--- src/rtl/dbg_halt_pkg.sv ---
package dbg_halt_pkg;
  localparam int CSR_W   = 8;
  localparam int B_EN    = 7;
  localparam int B_ACT   = 6;
  localparam int B_BKEN  = 5;
  localparam int B_FTS   = 4;
  localparam int B_CLK   = 3;
  localparam logic [CSR_W-1:0] CSR_BKGD_RST = 8'hC8;

  typedef struct packed {
    logic en;
    logic act;
    logic bken;
    logic fts;
    logic clksel;
  } dbg_cfg_t;
endpackage

--- src/rtl/dbg_csr.sv ---
module dbg_csr
  import dbg_halt_pkg::*;
(
  input  logic             clk,
  input  logic             arst_n,
  input  logic             sys_rst_req,
  input  logic             sys_rst_bkgd,
  input  logic             wr_stb,
  input  logic [CSR_W-1:0] wr_data,
  input  logic             rd_stb,
  input  logic             halt_set,
  input  logic             resume,
  output dbg_cfg_t         cfg,
  output logic [CSR_W-1:0] rd_data
);
  dbg_cfg_t         cfg_q, cfg_d;
  logic [CSR_W-1:0] rd_q, rd_d, status;
  logic             cfg_upd;
  logic             wr_unused;

  assign wr_unused = ^{wr_data[B_ACT], wr_data[2:0]};

  always_comb begin
    status        = '0;
    status[B_EN]  = cfg_q.en;
    status[B_ACT] = cfg_q.act;
    status[B_BKEN]= cfg_q.bken;
    status[B_FTS] = cfg_q.fts;
    status[B_CLK] = cfg_q.clksel;
  end

  always_comb begin
    cfg_d = cfg_q;
    if (sys_rst_req) begin
      cfg_d = '0;
      if (sys_rst_bkgd) begin
        cfg_d.en     = 1'b1;
        cfg_d.act    = 1'b1;
        cfg_d.clksel = 1'b1;
      end
    end else begin
      if (halt_set)
        cfg_d.act = 1'b1;
      else if (resume)
        cfg_d.act = 1'b0;
      if (wr_stb) begin
        cfg_d.en     = cfg_q.en | wr_data[B_EN];
        cfg_d.bken   = wr_data[B_BKEN];
        cfg_d.fts    = wr_data[B_FTS];
        cfg_d.clksel = wr_data[B_CLK];
      end
    end
  end

  assign cfg_upd = sys_rst_req | halt_set | resume | wr_stb;
  assign rd_d    = status;

  always_ff @(posedge clk or negedge arst_n) begin
    if (!arst_n) begin
      cfg_q <= '0;
    end else if (cfg_upd) begin
      cfg_q <= cfg_d;
    end
  end

  always_ff @(posedge clk or negedge arst_n) begin
    if (!arst_n) begin
      rd_q <= '0;
    end else if (rd_stb) begin
      rd_q <= rd_d;
    end
  end

  assign cfg     = cfg_q;
  assign rd_data = rd_q;

  // enable is sticky against everything except a normal target reset
  p_en_sticky_r3: assert property (@(posedge clk) disable iff (!arst_n)
    (cfg_q.en && !sys_rst_req) |=> cfg_q.en);

  // resume while active leaves background mode
  p_resume_clears_r9: assert property (@(posedge clk) disable iff (!arst_n)
    (cfg_q.act && resume && !halt_set && !sys_rst_req) |=> !cfg_q.act);

  // background reset value
  p_bkgd_rst_val_r10: assert property (@(posedge clk) disable iff (!arst_n)
    (sys_rst_req && sys_rst_bkgd) |=> (status == CSR_BKGD_RST));

  // normal reset value
  p_norm_rst_val_r10: assert property (@(posedge clk) disable iff (!arst_n)
    (sys_rst_req && !sys_rst_bkgd) |=> (status == '0));
endmodule

--- src/rtl/dbg_bkpt_match.sv ---
module dbg_bkpt_match
  import dbg_halt_pkg::*;
#(
  parameter int ADDR_W = 16
) (
  input  logic              clk,
  input  logic              arst_n,
  input  logic              sys_rst_req,
  input  logic              bkpt_wr_stb,
  input  logic [ADDR_W-1:0] bkpt_wr_data,
  input  logic [ADDR_W-1:0] cpu_addr,
  input  logic              cpu_addr_vld,
  input  logic              cpu_opfetch,
  input  dbg_cfg_t          cfg,
  input  logic              halt_now,
  output logic              force_pend,
  output logic              fetch_tag
);
  logic [ADDR_W-1:0] bkpt_q;
  logic              pend_q, pend_d;
  logic              addr_hit;
  logic              arm_force;
  logic              arm_tag;

  assign addr_hit  = (cpu_addr == bkpt_q);
  assign arm_force = cfg.en & cfg.bken & cfg.fts & ~cfg.act & ~sys_rst_req;
  assign arm_tag   = cfg.en & cfg.bken & ~cfg.fts;

  always_comb begin
    pend_d = arm_force & ~halt_now & (pend_q | (cpu_addr_vld & addr_hit));
  end

  always_ff @(posedge clk or negedge arst_n) begin
    if (!arst_n) begin
      bkpt_q <= '0;
    end else if (bkpt_wr_stb) begin
      bkpt_q <= bkpt_wr_data;
    end
  end

  always_ff @(posedge clk or negedge arst_n) begin
    if (!arst_n) begin
      pend_q <= 1'b0;
    end else begin
      pend_q <= pend_d;
    end
  end

  assign force_pend = pend_q;
  assign fetch_tag  = cpu_opfetch & addr_hit & arm_tag;

  // with breakpoints disabled nothing stays pending
  p_bken_off_no_pend_r5: assert property (@(posedge clk) disable iff (!arst_n)
    !cfg.bken |=> !pend_q);

  // no tag is produced while breakpoints are disabled
  p_bken_off_no_tag_r5: assert property (@(posedge clk) disable iff (!arst_n)
    !cfg.bken |-> !fetch_tag);

  // a new breakpoint address is taken at the next edge
  p_bkpt_load_r12: assert property (@(posedge clk) disable iff (!arst_n)
    bkpt_wr_stb |=> (bkpt_q == $past(bkpt_wr_data)));
endmodule

--- src/rtl/dbg_tag_queue.sv ---
module dbg_tag_queue #(
  parameter int QDEPTH = 4
) (
  input  logic clk,
  input  logic arst_n,
  input  logic clear,
  input  logic push,
  input  logic push_tag,
  input  logic issue,
  output logic exec_inhibit
);
  localparam int CNT_W = $clog2(QDEPTH + 1);
  localparam logic [CNT_W-1:0] CNT_FULL = CNT_W'(QDEPTH);

  logic [QDEPTH-1:0] tags_q, tags_d, tags_shift;
  logic [CNT_W-1:0]  cnt_q, cnt_d, wr_idx;
  logic              not_empty, full, pop, push_ok;

  assign not_empty = (cnt_q != '0);
  assign full      = (cnt_q == CNT_FULL);
  assign pop       = issue & ~clear & not_empty;
  assign push_ok   = push & ~clear & (~full | pop);
  assign wr_idx    = cnt_q - CNT_W'(pop);

  genvar gi;
  generate
    for (gi = 0; gi < QDEPTH; gi++) begin : g_slot
      if (gi == QDEPTH - 1) begin : g_top
        assign tags_shift[gi] = pop ? 1'b0 : tags_q[gi];
      end else begin : g_mid
        assign tags_shift[gi] = pop ? tags_q[gi+1] : tags_q[gi];
      end
      always_comb begin
        if (clear)
          tags_d[gi] = 1'b0;
        else if (push_ok && (wr_idx == CNT_W'(gi)))
          tags_d[gi] = push_tag;
        else
          tags_d[gi] = tags_shift[gi];
      end
    end
  endgenerate

  always_comb begin
    if (clear)
      cnt_d = '0;
    else
      cnt_d = cnt_q + CNT_W'(push_ok) - CNT_W'(pop);
  end

  always_ff @(posedge clk or negedge arst_n) begin
    if (!arst_n) begin
      tags_q <= '0;
      cnt_q  <= '0;
    end else begin
      tags_q <= tags_d;
      cnt_q  <= cnt_d;
    end
  end

  assign exec_inhibit = pop & tags_q[0];

  // a flush leaves the shadow queue empty
  p_flush_empty_r8: assert property (@(posedge clk) disable iff (!arst_n)
    clear |=> (cnt_q == '0) && (tags_q == '0));

  // the occupancy never exceeds the queue depth
  p_cnt_bound_r7: assert property (@(posedge clk) disable iff (!arst_n)
    cnt_q <= CNT_FULL);

  // no inhibit during a flush cycle
  p_flush_no_inhibit_r8: assert property (@(posedge clk) disable iff (!arst_n)
    clear |-> !exec_inhibit);
endmodule

--- src/rtl/dbg_halt_ctrl.sv ---
module dbg_halt_ctrl
  import dbg_halt_pkg::*;
#(
  parameter int ADDR_W = 16,
  parameter int QDEPTH = 4
) (
  input  logic              clk,
  input  logic              rst_n,
  input  logic              sys_rst_req,
  input  logic              sys_rst_bkgd,
  input  logic              hst_rd_stb,
  output logic [CSR_W-1:0]  hst_rd_data,
  input  logic              hst_wr_stb,
  input  logic [CSR_W-1:0]  hst_wr_data,
  input  logic              hst_bkpt_wr_stb,
  input  logic [ADDR_W-1:0] hst_bkpt_data,
  input  logic              hst_resume,
  input  logic [ADDR_W-1:0] cpu_addr,
  input  logic              cpu_addr_vld,
  input  logic              cpu_opfetch,
  input  logic              cpu_insn_bnd,
  input  logic              cpu_q_issue,
  input  logic              cpu_q_flush,
  output logic              halt_req,
  output logic              bdm_active,
  output logic              clk_sel,
  output logic              exec_inhibit
);
  logic [1:0] rst_sync_q;
  logic       arst_n;
  dbg_cfg_t   cfg;
  logic       force_pend, fetch_tag, inhibit;
  logic       halt_force, halt_tag, halt_now;
  logic       halt_q;

  always_ff @(posedge clk or negedge rst_n) begin
    if (!rst_n) begin
      rst_sync_q <= '0;
    end else begin
      rst_sync_q <= {rst_sync_q[0], 1'b1};
    end
  end
  assign arst_n = rst_sync_q[1];

  dbg_csr u_csr (
    .clk          (clk),
    .arst_n       (arst_n),
    .sys_rst_req  (sys_rst_req),
    .sys_rst_bkgd (sys_rst_bkgd),
    .wr_stb       (hst_wr_stb),
    .wr_data      (hst_wr_data),
    .rd_stb       (hst_rd_stb),
    .halt_set     (halt_now),
    .resume       (hst_resume),
    .cfg          (cfg),
    .rd_data      (hst_rd_data)
  );

  dbg_bkpt_match #(.ADDR_W(ADDR_W)) u_match (
    .clk          (clk),
    .arst_n       (arst_n),
    .sys_rst_req  (sys_rst_req),
    .bkpt_wr_stb  (hst_bkpt_wr_stb),
    .bkpt_wr_data (hst_bkpt_data),
    .cpu_addr     (cpu_addr),
    .cpu_addr_vld (cpu_addr_vld),
    .cpu_opfetch  (cpu_opfetch),
    .cfg          (cfg),
    .halt_now     (halt_now),
    .force_pend   (force_pend),
    .fetch_tag    (fetch_tag)
  );

  dbg_tag_queue #(.QDEPTH(QDEPTH)) u_queue (
    .clk          (clk),
    .arst_n       (arst_n),
    .clear        (cpu_q_flush | sys_rst_req),
    .push         (cpu_opfetch),
    .push_tag     (fetch_tag),
    .issue        (cpu_q_issue),
    .exec_inhibit (inhibit)
  );

  assign halt_force = force_pend & cpu_insn_bnd & ~cfg.act;
  assign halt_tag   = inhibit & ~cfg.act;
  assign halt_now   = (halt_force | halt_tag) & ~sys_rst_req;

  always_ff @(posedge clk or negedge arst_n) begin
    if (!arst_n) begin
      halt_q <= 1'b0;
    end else begin
      halt_q <= halt_now;
    end
  end

  assign halt_req     = halt_q;
  assign bdm_active   = cfg.act;
  assign clk_sel      = cfg.clksel;
  assign exec_inhibit = inhibit;

  // the halt request is a single-clock pulse
  p_halt_pulse_r11: assert property (@(posedge clk) disable iff (!arst_n)
    halt_req |=> !halt_req);

  // the request and the active status rise together
  p_halt_active_r6: assert property (@(posedge clk) disable iff (!arst_n)
    halt_req |-> bdm_active);

  // no halt without the enable bit
  p_halt_needs_en_r4: assert property (@(posedge clk) disable iff (!arst_n)
    halt_req |-> cfg.en);

  // an inhibited issue while running turns into a halt
  p_inhibit_halts_r7: assert property (@(posedge clk) disable iff (!arst_n)
    (exec_inhibit && !bdm_active && !sys_rst_req) |=> halt_req);

  // no new halt while already active
  p_no_halt_active_r11: assert property (@(posedge clk) disable iff (!arst_n)
    (bdm_active && !hst_resume) |=> !halt_req);
endmodule

--- config.mk ---
export PLATFORM = sky130hd
export DESIGN_NAME = dbg_halt_ctrl
export DESIGN_NICKNAME = d
export VERILOG_FILES = /design/src/rtl/dbg_halt_pkg.sv /design/src/rtl/dbg_csr.sv /design/src/rtl/dbg_bkpt_match.sv /design/src/rtl/dbg_tag_queue.sv /design/src/rtl/dbg_halt_ctrl.sv
export SDC_FILE = /design/constraint.sdc
export NUM_CORES = 1
export LEC_CHECK = 0
export BUFFER_PORTS_ARGS = -buffer_cell sky130_fd_sc_hd__buf_2
export CAP_MARGIN = 25
export CORE_UTILIZATION = 30
export DETAILED_ROUTE_END_ITERATION = 16
export PLACE_DENSITY = 0.51
export SETUP_SLACK_MARGIN = 0.15
export SYNTH_ARGS = -nofsm -noshare
export SYNTH_HDL_FRONTEND = slang
export SYNTH_HIERARCHICAL = 1
export SYNTH_SLANG_ARGS = --single-unit
--- constraint.sdc ---
create_clock -name clk -period 2.4 [get_ports clk]
set_clock_uncertainty 0.1 [all_clocks]
set_input_delay 0.12 -clock clk [delete_from_list [all_inputs] [get_ports clk]]
set_output_delay 0.12 -clock clk [all_outputs]
set_load 0.01 [all_outputs]
==> impl_results.md <==
* Antenna viol nets, final at 0
* CTS max path bufs at 2
* TNS Setup at 0 ps
* Combinational fraction of design power at 16.0%
* Synth Area in Simple Gates at 13.9%
* CP Cell Sequence: or4b_4 -> a31o_2 -> ha_1 -> inv_1 -> fa_1 -> nor2_1
* Reg-to-Reg Start: u_queue/cnt_q[1]$_DFF_PN0_
* Switching Share at 25.4%
* Cts bufs inserted at 5
* Seq pwr share at 52.6%
* Worst path top cell family by delay: simple AND/OR/NAND/NOR gates
* Row count at 28
* Vias at 1473
* Complex-gate fraction of the synthesized area at 5.68%
* CP max-delay cell: or4b_4
* Total global-route track usage at 13.8%
* Total gr overflow at 0
* PnR Total Power at 1.33 mW
* Number of diodes at 0
* Crit path time final at 2170 ps
* Die width at 80.6 µm
* Starting Density at 31.3%
* Root Driver: clkbuf_8
* DRT Pass-1 Iters at 4
* Clk sink count at 37
* Final max-slew violation count at 0
* Fmax at 0.460 GHz
* Worst vdd ir at 0.229 mV
* Die area at 6490 µm²
* Post-Synth XOR/XNOR Area at 8.99%
* Switching pwr at 338 µW
* Vias per inst at 4.57
* Required @ worst endpoint at 2520 ps
* Number of synthesized flops with an enable pin at 0
* Share of post-route cells with drive strength above 1 at 40.5%
* Clock Pin Slew Worst Setup and Hold Paths at 70 ps
* Die Y at 80.6 µm
* Startpoint Class: flip-flop
* # setup viols final at 0
* Int Power at 995 µW
* Reg2reg end: u_queue/cnt_q[1]$_DFF_PN0_
* H-Tree Depth at 2
* Yosys reg bits at 37
* Crit share post-route at 90.6%
* Core Area at 5920 µm²
* Cell area after layout at 2560 µm²
* HPWL Detailed at 2940 µm
* Most frequent cells in the layout: buf_2, dfrtp_1, dlygate4sd3_1, mux2_2, xor2_1
* RSZ-0062 raised after global routing: no
* First-pass GRT wire length at 6700 µm
* Slowest Stage Delay on Critical Path at 570 ps
* Wire per inst at 12.6 µm
* Largest net degree at the start of global routing at 30
* Synth Warn # at 6
* # DRC at 0
* Initial antenna violation count at 0
* Seq. cell area at 927 µm²
* Pleak at 1.18 nW
* Async S/R FF share, synth at 100%
* CP bufs+invs at 1
* Outcome: finished, final reports clean
* Multi-input gate area at 882 µm²
* Placer Congestion at 0.695
* Netlist cell types at 36
* Synth-to-Final Area Change at 38.4%
* Final Hold Slack at 15.0 ps
* I/O Pins at 65
* Critical Path AT at 2290 ps
* I/O Buffers at 57
* Multiplexer share of the synthesized area at 15.5%
* Crit path max fanout at 6
* Flop-to-flop setup slack at 230 ps
* Most common cell after layout, fill and taps aside: buf_2
* R2r worst-path depth at 6
* Commonest register cell after synthesis: dfrtp_1
* Placed cell area at 2250 µm²
* Setup CP Type: flip-flop to flip-flop
* Fill cell count at 575
* Max-Cap Viols at 0
* PwrDens at 520 nW/µm²
* CTS tree: built
* Cell count after synthesis at 157
* Vias in the first global route at 1480
* Power share of the clock group at 31.4%
* Worst Setup End Kind: flip-flop
* Fin. Hold Viols at 0
* Combinational family with the most area after synthesis: multiplexers
* Initial DRC count at 53
* Nets@finish at 302
* Post-Route WL at 4070 µm
* Seq/Total Area, Yosys at 50.0%
* Mapped Avg Cell Area at 11.8 µm²
* Latest clock arrival within the worst-skew pair at 280 ps
* Post-synthesis cell area at 1850 µm²
* Post-synthesis adder-cell area fraction at 2.43%
* Worst min-delay path class: flip-flop to async pin
==> worst reg2reg max path, delay by kind of cell, from the launching register on <==
| family | cells | cell delay, ps |
|---|---|---|
| and+or+nand+nor | 2 | 660 |
| adders and majority gates | 2 | 570 |
| DFF | 1 | 460 |
| AOI/OAI and AO/OA | 1 | 250 |
| buffers and inverters | 1 | 60 |
==> Yosys cell counts, drive strengths merged, types with 3 or more instances <==
library cell / instances / area (µm²)
dfrtp: 37 / 926
nor4: 5 / 31.3
nor2: 10 / 37.5
a21oi: 4 / 20.0
nand3: 6 / 35.0
nor2b: 4 / 25.0
mux2i: 4 / 40.0
nand2: 5 / 18.8
inv: 5 / 18.8
nor3: 3 / 15.0
mux2: 22 / 248
xor2: 17 / 149
nand2b: 3 / 18.8
buf: 5 / 32.5
==> area by class of cell <==
cell class	count	area share, %
clock buffer	6	2.83
inverter	5	0.732
tap	75	3.66
multi-input combinational	111	34.4
clock inverter	2	0.391
sequential	37	36.2
timing repair buffer	86	21.8
==> power groups by stage <==
| stage | Combinational (mW) | Clock, mW | Sequential (mW) |
|---|---|---|---|
| after floorplan | 0.0989 | 0 | 0.719 |
| after global placement | 0.186 | 0 | 0.712 |
| after detailed placement | 0.186 | 0 | 0.713 |
| after CTS | 0.215 | 0.435 | 0.701 |
| after global routing | 0.236 | 0.462 | 0.708 |
| final | 0.214 | 0.419 | 0.701 |
==> cell families after synthesis <==
logic type / Yosys count
DFF: 37
adders and majority gates: 3
muxes: 26
xor gates and xnor gates: 19
AOI/OAI and AO/OA: 14
and+or+nand+nor: 45
other: 2
buffers and inverters: 11
==> per-stage QoR <==
| stage | worst slack, ps | instances | util, % |
|---|---|---|---|
| 4_1_cts | 211 | 322 | 43.2 |
| 5_1_grt | 166 | 322 | 43.3 |
| 6_report | 225 | 322 | 43.3 |
| 3_5_place_dp | 229 | 292 | 38.1 |
| 3_3_place_gp | 242 | 292 | 38.1 |
| 2_1_floorplan | 293 | 159 | - |
==> how the worst max path moves through the flow <==
stage                                     from                          to  slack, ps  cells past startpoint
detailed placement  u_queue/cnt_q[1]$_DFF_PN0_  u_queue/cnt_q[1]$_DFF_PN0_        230                      6
CTS                 u_queue/cnt_q[1]$_DFF_PN0_  u_queue/cnt_q[1]$_DFF_PN0_        210                      6
global placement    u_queue/cnt_q[1]$_DFF_PN0_  u_queue/cnt_q[1]$_DFF_PN0_        240                      6
floorplan                          sys_rst_req  u_queue/cnt_q[2]$_DFF_PN0_        290                     11
global route        u_queue/cnt_q[1]$_DFF_PN0_  u_queue/cnt_q[1]$_DFF_PN0_        170                      6
finish              u_queue/cnt_q[1]$_DFF_PN0_  u_queue/cnt_q[1]$_DFF_PN0_        230                      6
==> layer usage <==
| metal | part of all wire, % | GRT usage [%] |
|---|---|---|
| met5 | 0 | 0 |
| met4 | 1.3 | 4.82 |
| met3 | 3.9 | 3.75 |
| met2 | 50 | 22.6 |
| met1 | 45 | 17.3 |
==> what timing repair did <==
| item | in CTS | in global routing |
|---|---|---|
| setup endpoints to repair | 0 | 2 |
| endpoints found under the hold margin | 23 | 0 |
| hold buffers | 22 | 0 |
| resized for setup | 0 | 2 |
| setup buffers | 0 | 0 |
==> state kept, by name, indices dropped and copies added (netlist names) <==
signal              cells
halt_req                1
rst_sync_q              2
u_csr/cfg               5
u_csr/rd_data           5
u_match/bkpt_q         16
u_match/force_pend      1
u_queue/cnt_q           3
u_queue/tags_q          4
(Power assumes the default switching activity.)
